--- config.mk ---
export PLATFORM = sky130hd
export DESIGN_NAME = vtq_nand3_cell
export DESIGN_NICKNAME = d
export VERILOG_FILES = /design/src/rtl/vtq_pkg.sv /design/src/rtl/vtq_ramp_counter.sv /design/src/rtl/vtq_gate_fn.sv /design/src/rtl/vtq_mask_stage.sv /design/src/rtl/vtq_nand3_cell.sv
export SDC_FILE = /design/constraint.sdc
export NUM_CORES = 1
export LEC_CHECK = 0
export BUFFER_PORTS_ARGS = -buffer_cell sky130_fd_sc_hd__buf_4
export CORE_ASPECT_RATIO = 0.8
export CORE_MARGIN = 3
export CORE_UTILIZATION = 25
export CTS_CLUSTER_SIZE = 16
export DETAILED_ROUTE_END_ITERATION = 10
export MAX_ROUTING_LAYER = met4
export SYNTH_ARGS = -nofsm -noshare
export SYNTH_HDL_FRONTEND = slang
export SYNTH_SLANG_ARGS = --single-unit
--- constraint.sdc ---
create_clock -name clk -period 2.3 [get_ports clk]
set_input_delay 0 -clock clk [delete_from_list [all_inputs] [get_ports clk]]
set_output_delay 0 -clock clk [all_outputs]
set_load 0.005 [all_outputs]
--- src/rtl/vtq_pkg.sv ---
package vtq_pkg;
  localparam int unsigned VTQ_PINS = 3;
  localparam int unsigned SHIFT_W  = 4;

  typedef enum logic [1:0] {
    GK_NAND = 2'd0,
    GK_NOR  = 2'd1,
    GK_AND  = 2'd2,
    GK_OR   = 2'd3
  } gate_kind_e;
endpackage

--- src/rtl/vtq_ramp_counter.sv ---
module vtq_ramp_counter #(
  parameter int unsigned VRES     = 5,
  parameter int unsigned RISE_SH  = 2,
  parameter int unsigned FALL_SH  = 2
) (
  input  logic clk,
  input  logic rst_n,
  input  logic din,
  output logic dly_bit
);
  localparam int unsigned W = VRES + 1;
  localparam logic [VRES-1:0] FULL = {VRES{1'b1}};

  logic [VRES-1:0] lvl_q, lvl_d;
  logic [W-1:0]    room, step;
  logic            lvl_en;

  always_comb begin
    lvl_d = lvl_q;
    if (din) begin
      room = W'(FULL) - W'(lvl_q);
      step = (room >> RISE_SH) + W'(1);
      if (step >= room) lvl_d = FULL;
      else              lvl_d = VRES'(W'(lvl_q) + step);
    end else begin
      room = W'(lvl_q);
      step = (room >> FALL_SH) + W'(1);
      if (step >= room) lvl_d = '0;
      else              lvl_d = VRES'(W'(lvl_q) - step);
    end
  end

  assign lvl_en = din ? (lvl_q != FULL) : (lvl_q != '0);

  always_ff @(posedge clk or negedge rst_n) begin
    if (!rst_n)      lvl_q <= '0;
    else if (lvl_en) lvl_q <= lvl_d;
  end

  assign dly_bit = lvl_q[VRES-1];

  p_rise_r2: assert property (@(posedge clk) disable iff (!rst_n)
    (din && lvl_q != FULL) |=> (lvl_q > $past(lvl_q)));
  p_fall_r3: assert property (@(posedge clk) disable iff (!rst_n)
    (!din && lvl_q != '0) |=> (lvl_q < $past(lvl_q)));
  p_top_hold_r10: assert property (@(posedge clk) disable iff (!rst_n)
    (din && lvl_q == FULL) |=> (lvl_q == FULL));
  p_bot_hold_r10: assert property (@(posedge clk) disable iff (!rst_n)
    (!din && lvl_q == '0) |=> (lvl_q == '0));
endmodule

--- src/rtl/vtq_gate_fn.sv ---
module vtq_gate_fn
  import vtq_pkg::*;
#(
  parameter gate_kind_e GATE = GK_NAND,
  parameter int unsigned NPIN = VTQ_PINS
) (
  input  logic [NPIN-1:0] bits,
  output logic            fn_out
);
  generate
    if (GATE == GK_NAND) begin : g_nand
      assign fn_out = ~&bits;
    end else if (GATE == GK_NOR) begin : g_nor
      assign fn_out = ~|bits;
    end else if (GATE == GK_AND) begin : g_and
      assign fn_out = &bits;
    end else begin : g_or
      assign fn_out = |bits;
    end
  endgenerate
endmodule

--- src/rtl/vtq_mask_stage.sv ---
module vtq_mask_stage (
  input  logic clk,
  input  logic rst_n,
  input  logic scan_en,
  input  logic scan_in,
  output logic mask_q
);
  logic mask_d;

  always_comb mask_d = scan_in;

  always_ff @(posedge clk or negedge rst_n) begin
    if (!rst_n)       mask_q <= 1'b0;
    else if (scan_en) mask_q <= mask_d;
  end

  p_hold_r7: assert property (@(posedge clk) disable iff (!rst_n)
    !scan_en |=> $stable(mask_q));
  p_shift_r7: assert property (@(posedge clk) disable iff (!rst_n)
    scan_en |=> (mask_q == $past(scan_in)));
endmodule

--- src/rtl/vtq_nand3_cell.sv ---
module vtq_nand3_cell
  import vtq_pkg::*;
#(
  parameter int unsigned VRES = 5,
  parameter logic [VTQ_PINS*SHIFT_W-1:0] RISE_SHIFTS = 12'h122,
  parameter logic [VTQ_PINS*SHIFT_W-1:0] FALL_SHIFTS = 12'h132,
  parameter gate_kind_e GATE = GK_NAND
) (
  input  logic clk,
  input  logic rst_n,
  input  logic in_a,
  input  logic in_b,
  input  logic in_c,
  output logic q_out,
  input  logic scan_en,
  input  logic scan_in,
  output logic scan_out,
  input  logic inject
);
  logic [VTQ_PINS-1:0] pin_raw, pin_dly;
  logic fn_out, mask_q, hit;

  assign pin_raw = {in_c, in_b, in_a};

  for (genvar g = 0; g < VTQ_PINS; g++) begin : g_pin
    vtq_ramp_counter #(
      .VRES    (VRES),
      .RISE_SH (int'(RISE_SHIFTS[g*SHIFT_W +: SHIFT_W])),
      .FALL_SH (int'(FALL_SHIFTS[g*SHIFT_W +: SHIFT_W]))
    ) u_ramp (
      .clk     (clk),
      .rst_n   (rst_n),
      .din     (pin_raw[g]),
      .dly_bit (pin_dly[g])
    );
  end

  vtq_gate_fn #(.GATE(GATE), .NPIN(VTQ_PINS)) u_fn (
    .bits   (pin_dly),
    .fn_out (fn_out)
  );

  vtq_mask_stage u_mask (
    .clk     (clk),
    .rst_n   (rst_n),
    .scan_en (scan_en),
    .scan_in (scan_in),
    .mask_q  (mask_q)
  );

  assign hit      = mask_q & inject;
  assign q_out    = fn_out ^ hit;
  assign scan_out = mask_q;

  p_inject_flip_r8: assert property (@(posedge clk) disable iff (!rst_n)
    (scan_out && inject) |-> (q_out != fn_out));
  p_inject_masked_r9: assert property (@(posedge clk) disable iff (!rst_n)
    !scan_out |-> (q_out == fn_out));
  p_reset_r1: assert property (@(posedge clk) disable iff (!rst_n)
    $rose(rst_n) |-> (q_out && !scan_out));
endmodule

* Word level (Yosys, flattened, before mapping)
Index checks and enable logic that the tools add are counted.
Cells by class: magnitude comparators 6, bitwise logic cells 2, add/subtract/negate cells 15, reductions and logical operators 5, equality and inequality tests 3, mux-type cells 12
Operators by type and width (number):
- 5-bit 2-to-1 mux | 9
- 6-bit by 5-bit greater-or-equal comparator with 1-bit output | 3
- 6-bit greater-or-equal comparator | 3
- 5-bit by 5-bit subtractor with 6-bit output (first input constant) | 3
- 4-bit by 1-bit adder with 5-bit output (second input constant) | 3
- 5-bit adder | 3
- 5-bit != test (second input constant) | 3
- 5-bit nonzero test | 3
- 5-bit subtractor | 3
- 5-bit by 1-bit adder with 6-bit output (second input constant) | 1
- 3-bit by 1-bit adder with 4-bit output (second input constant) | 1
- 2-bit by 1-bit adder with 3-bit output (second input constant) | 1
- 1-bit 2-to-1 mux | 3
- 3-bit AND reduction | 1
- 1-bit AND | 1
- 1-bit zero test | 1
- 1-bit bitwise XOR | 1
Storage, ports and cells: bits of input ports 8, logic and storage cells 47, register bits 16, output and inout bits 2

* Logic depth before layout (Yosys ltp)
word-level depth 5, depth in mapped cells 11, gate-level depth less buffers 10

* Modules after synthesis
From an unflattened synthesis, not the netlist that was laid out.
Second synthesis, totals: cells, all modules 286, area, all modules 2407.3 sq um
By module, submodules not included:
- vtq_ramp_counter (g_pin[2].u_ramp) | sequential area each 125.1 sq um, area each 810.8 sq um, times used 1, cells an instance 99
- vtq_ramp_counter (g_pin[0].u_ramp) | sequential area each 125.1 sq um, area each 798.3 sq um, times used 1, cells an instance 98
- vtq_ramp_counter (g_pin[1].u_ramp) | sequential area each 125.1 sq um, area each 740.7 sq um, times used 1, cells an instance 84
- vtq_mask_stage | sequential area each 25.0 sq um, area each 40.0 sq um, times used 1, cells an instance 2
- vtq_nand3_cell | sequential area each 0.0 sq um, area each 12.5 sq um, times used 1, cells an instance 2
- vtq_gate_fn | sequential area each 0.0 sq um, area each 5.0 sq um, times used 1, cells an instance 1

* Least setup slack after synthesis
No wires, ideal clock.
path type reg-to-reg, start point register g_pin[2].u_ramp.lvl_q[2], end point register g_pin[2].u_ramp.lvl_q[1], arrival 2.454 ns, clock period less this slack 2.541 ns, data required time 2.213 ns, stages on the path, launching flop included 10, setup time 0.087 ns, setup slack -0.241 ns, buffers on the path 1, path through dfrtp_1 buf_6 clkinv_2 ha_1 a21boi_0 a31oi_1 o2111a_1 or4_4 or4_1 o211ai_1
On the way: cells in the longest elaborated chain, start to end 5, elaborated cells on any way between the ends 13, classes of those cells 5 x add/sub; 2 x order compare; 1 x eq/ne; 4 x mux; 1 x reduce/logical
Ends and longest elaborated chain:
- start, declared | line vtq_ramp_counter.sv:14 | logic [VRES-1:0] lvl_q, lvl_d;
- start signal, assigned | line vtq_ramp_counter.sv:37 | else if (lvl_en) lvl_q <= lvl_d;
- 5-bit by 5-bit subtractor with 6-bit output | line vtq_ramp_counter.sv:21 | room = W'(FULL) - W'(lvl_q);
- 5-bit by 1-bit adder with 6-bit output | line vtq_ramp_counter.sv:22 | step = (room >> RISE_SH) + W'(1);
- 5-bit adder / 6-bit greater-or-equal comparator (equally long branches) | line vtq_ramp_counter.sv:24, vtq_ramp_counter.sv:23
- 5-bit 2-to-1 mux | line vtq_ramp_counter.sv:23 | if (step >= room) lvl_d = FULL;
- 5-bit 2-to-1 mux | line vtq_ramp_counter.sv:20 | if (din) begin
Several ways; a longest one is shown, not always the timed one. A chain may end at the register's enable or synchronous reset.

* Final worst setup path
start point register g_pin[2].u_ramp.lvl_q[1], end point register g_pin[2].u_ramp.lvl_q[1]
The elaborated chain is that of the path after synthesis.

==> metrics.cfg <==
[status]
status=complete, but fails checks
violations=setup timing

[timing]
rsz0062_at_grt=yes
setup_ws_ns=-0.1438
final_hold_viol_count=0
maxSlewHeadroom=0.5682
hold_ws_ns=0.003187
setup_violations=5
fin_skew_ns=0.001437
post-route-period-util=1.063
slew_viol_final=0
worstMarginPinSlew_ns=0.6428
final.setup.tns_ns=-0.3223
min_period_ns=2.444
max_freq_mhz=409.2

[clocking]
h-tree-depth=1
clock_sinks=16
clk_pin_slew_ns=0.05
numCtsBuffers=3
insertion_delay_ns=0.24
cts_root_buffer=clkbuf_16
clock_path_buffers=2
cts_tree=built

[critical_path]
cp_max_fo=6
r2r-start=g_pin[2].u_ramp.lvl_q[1]$_DFFE_PN0P_
rrSetupSlack_ns=-0.14
endpoint_kind=register
cp.arrival_ns=2.60
required_ns=2.46
start_kind=register
r2r_cells=7
critical_path_class=reg2reg
r2r-end=g_pin[2].u_ramp.lvl_q[1]$_DFFE_PN0P_

[floorplan]
die_x_um=113.8
rows=30
design.core.area_um2=8746
dieHeight_um=92.21
die_area_um2=10490
start_util=0.2655
io_pins=10

[yosys]
synth_seq_cells=16
yosys_warnings=0
ys.flop_type=dfrtp_1
avgSynthCellArea_um2=8.264
synth-seq-area-share=0.1724
synth_cell_type_count=48
syn_inst=281
synth_fp_nets=337
synth-async-reset-ratio=1.000
syn_area_um2=2322
synth_edf_count=0

[detailed_routing]
vias=2190
dr.pass1.iters=4
routedWlPerCell_um=13.06
via_per_inst=4.845
antenna_left=0
drt_iter0_markers=135
drt_wl_total_mm=5.902
drc=0

[grt]
antenna_found_initial=0
grt_max_degree=17
grt_pass1_vias=2031
grt_usage=0.1145
grt-ovfl-total=0
grt_pass1_wl_mm=9.632

[place]
place_ws_ns=-0.2188
place_hpwl_mm=4.729
port_buffers=9
gp_congestion=0.8513
dpl.cell_count=439

[run]
max_cap_viol_count=0

[hold_path]
worstHoldEndpoint=u_mask.mask_q$_DFFE_PN0P_
hp-start=scan_en
hold_depth=2
hold_class=in2reg

[finish]
register_area_um2=406.6
antenna_cells=0
drive_gt1_frac=0.3118
fin_cells=452
fillCellCount=890
nets=397
synthToLayoutAreaGrowth_pct=35.94
multi_input_area_um2=1942

-- cell usage in the layout (no fill, tap or decap), types with 2 or more instances in the layout --
master,synthesis,final
o211ai_1,3,3
dlygate4sd3_1,0,2
nor3_1,9,8
o21bai_1,2,2
dfrtp_2,0,5
a21oi_1,21,17
nand3_1,11,10
xor2_2,0,2
and3_1,5,5
inv_1,26,23
ha_4,0,6
or4_4,1,2
o21ai_1,0,5
ha_1,43,36
a21o_1,6,6
fa_1,5,5
nor2b_1,9,8
a31oi_1,6,6
nor2_1,14,14
o21ai_0,15,10
inv_2,0,2
xor2_1,7,5
mux2_2,2,2
o31a_1,2,2
a21oi_2,0,4
nand2_1,16,15
dfrtp_1,16,11
o31ai_2,0,2
clkbuf_16,0,3
or3_1,2,2
buf_4,0,60
o22ai_1,2,2
nand2b_1,5,5
and2_1,2,2
xnor2_1,15,14
a211oi_2,0,3
o2bb2ai_1,3,3
-- cells in the mapped netlist (2+ instances only) --
cell | count | area share
ha_1 | 43 | 0.23
inv_1 | 26 | 0.042
a21oi_1 | 21 | 0.045
dfrtp_1 | 16 | 0.17
nand2_1 | 16 | 0.026
o21ai_0 | 15 | 0.032
xnor2_1 | 15 | 0.057
nor2_1 | 14 | 0.023
nand3_1 | 11 | 0.024
nor2b_1 | 9 | 0.024
nor3_1 | 9 | 0.019
xor2_1 | 7 | 0.026
a21o_1 | 6 | 0.019
a31oi_1 | 6 | 0.016
and3_1 | 5 | 0.013
clkbuf_1 | 5 | 0.0081
fa_1 | 5 | 0.043
nand2b_1 | 5 | 0.013
a211oi_1 | 3 | 0.0097
o211ai_1 | 3 | 0.0097
o2bb2ai_1 | 3 | 0.011
o31ai_1 | 3 | 0.0097
a21boi_0 | 2 | 0.0065
and2_1 | 2 | 0.0054
buf_6 | 2 | 0.0097
mux2_2 | 2 | 0.0097
o21bai_1 | 2 | 0.0065
o22ai_1 | 2 | 0.0054
o31a_1 | 2 | 0.0075
or3_1 | 2 | 0.0054
or4_1 | 2 | 0.0065
-- cell families (layout without fill, tap and decap cells) --
kind of cell / after synthesis / count (layout) / synth area share
fa+ha+maj: 48 / 48 / 0.2748
buf+inv: 34 / 93 / 0.06196
compound gates: 75 / 75 / 0.2064
xor+xnor: 22 / 22 / 0.08298
simple gates: 83 / 83 / 0.1875
flops: 16 / 16 / 0.1724
mux: 3 / 3 / 0.01401
-- per-layer routing --
metal  up-vias  GRT usage  routed length [um]
li1       1110          -                   -
met1      1039     0.1628                2987
met2        39     0.1740                2704
met3         2    0.02375                 189
met4         0   0.009009                  21
met5         -          -                   0
-- critical path: stages (launching register included) --
cell and delay [ns]:
dfrtp_2 0.48, ha_4 0.20, xor2_2 0.15, ha_1 0.32
o2111a_1 0.14, or4_4 0.50, or4_4 0.48, o211ai_1 0.09
-- final cells by class --
cell class / count / share of cell area
Multi-Input combinational cell: 231 / 0.6151
Clock buffer: 4 / 0.02814
Timing Repair Buffer: 62 / 0.1490
Tap cell: 112 / 0.04439
Inverter: 27 / 0.03448
Sequential cell: 16 / 0.1288
-- per-stage QoR --
| step | util | instance area, um2 |
|---|---|---|
| global route | 0.3609 | 3157 |
| detailed placement | 0.3259 | 2850 |
| finish | 0.3609 | 3157 |
| global placement | 0.3259 | 2850 |
| CTS | 0.3476 | 3040 |
| floorplan | - | 2355 |
-- worst max path at each step --
| stage | from | to | slack (ns) | cells after the start |
|---|---|---|---|---|
| floorplan | g_pin[2].u_ramp.lvl_q[2]$_DFFE_PN0P_ | g_pin[2].u_ramp.lvl_q[1]$_DFFE_PN0P_ | -0.1 | 9 |
| global placement | g_pin[2].u_ramp.lvl_q[2]$_DFFE_PN0P_ | g_pin[2].u_ramp.lvl_q[1]$_DFFE_PN0P_ | -0.12 | 7 |
| detailed placement | g_pin[2].u_ramp.lvl_q[2]$_DFFE_PN0P_ | g_pin[2].u_ramp.lvl_q[1]$_DFFE_PN0P_ | -0.22 | 7 |
| CTS | g_pin[2].u_ramp.lvl_q[1]$_DFFE_PN0P_ | g_pin[2].u_ramp.lvl_q[1]$_DFFE_PN0P_ | -0.12 | 8 |
| global route | g_pin[2].u_ramp.lvl_q[1]$_DFFE_PN0P_ | g_pin[2].u_ramp.lvl_q[1]$_DFFE_PN0P_ | -0.22 | 7 |
| finish | g_pin[2].u_ramp.lvl_q[1]$_DFFE_PN0P_ | g_pin[2].u_ramp.lvl_q[1]$_DFFE_PN0P_ | -0.14 | 7 |
-- state kept, by name (all words and copies together) (netlist names) --
| signal | cells |
|---|---|
| g_pin.u_ramp.lvl_q | 15 |
| u_mask.mask_q | 1 |
-- repair_timing --
item	4_1_cts	5_1_grt
gates resized for setup	17	20
buffers inserted	3	4
setup endpoints to repair	11	14
hold buffers	2	0
endpoints found under the hold margin	17	0
pin swaps	4	7
Power is left out: the tool's default activity adds up to more than one toggle a clock period on the data nets, which glitch-free logic cannot reach.
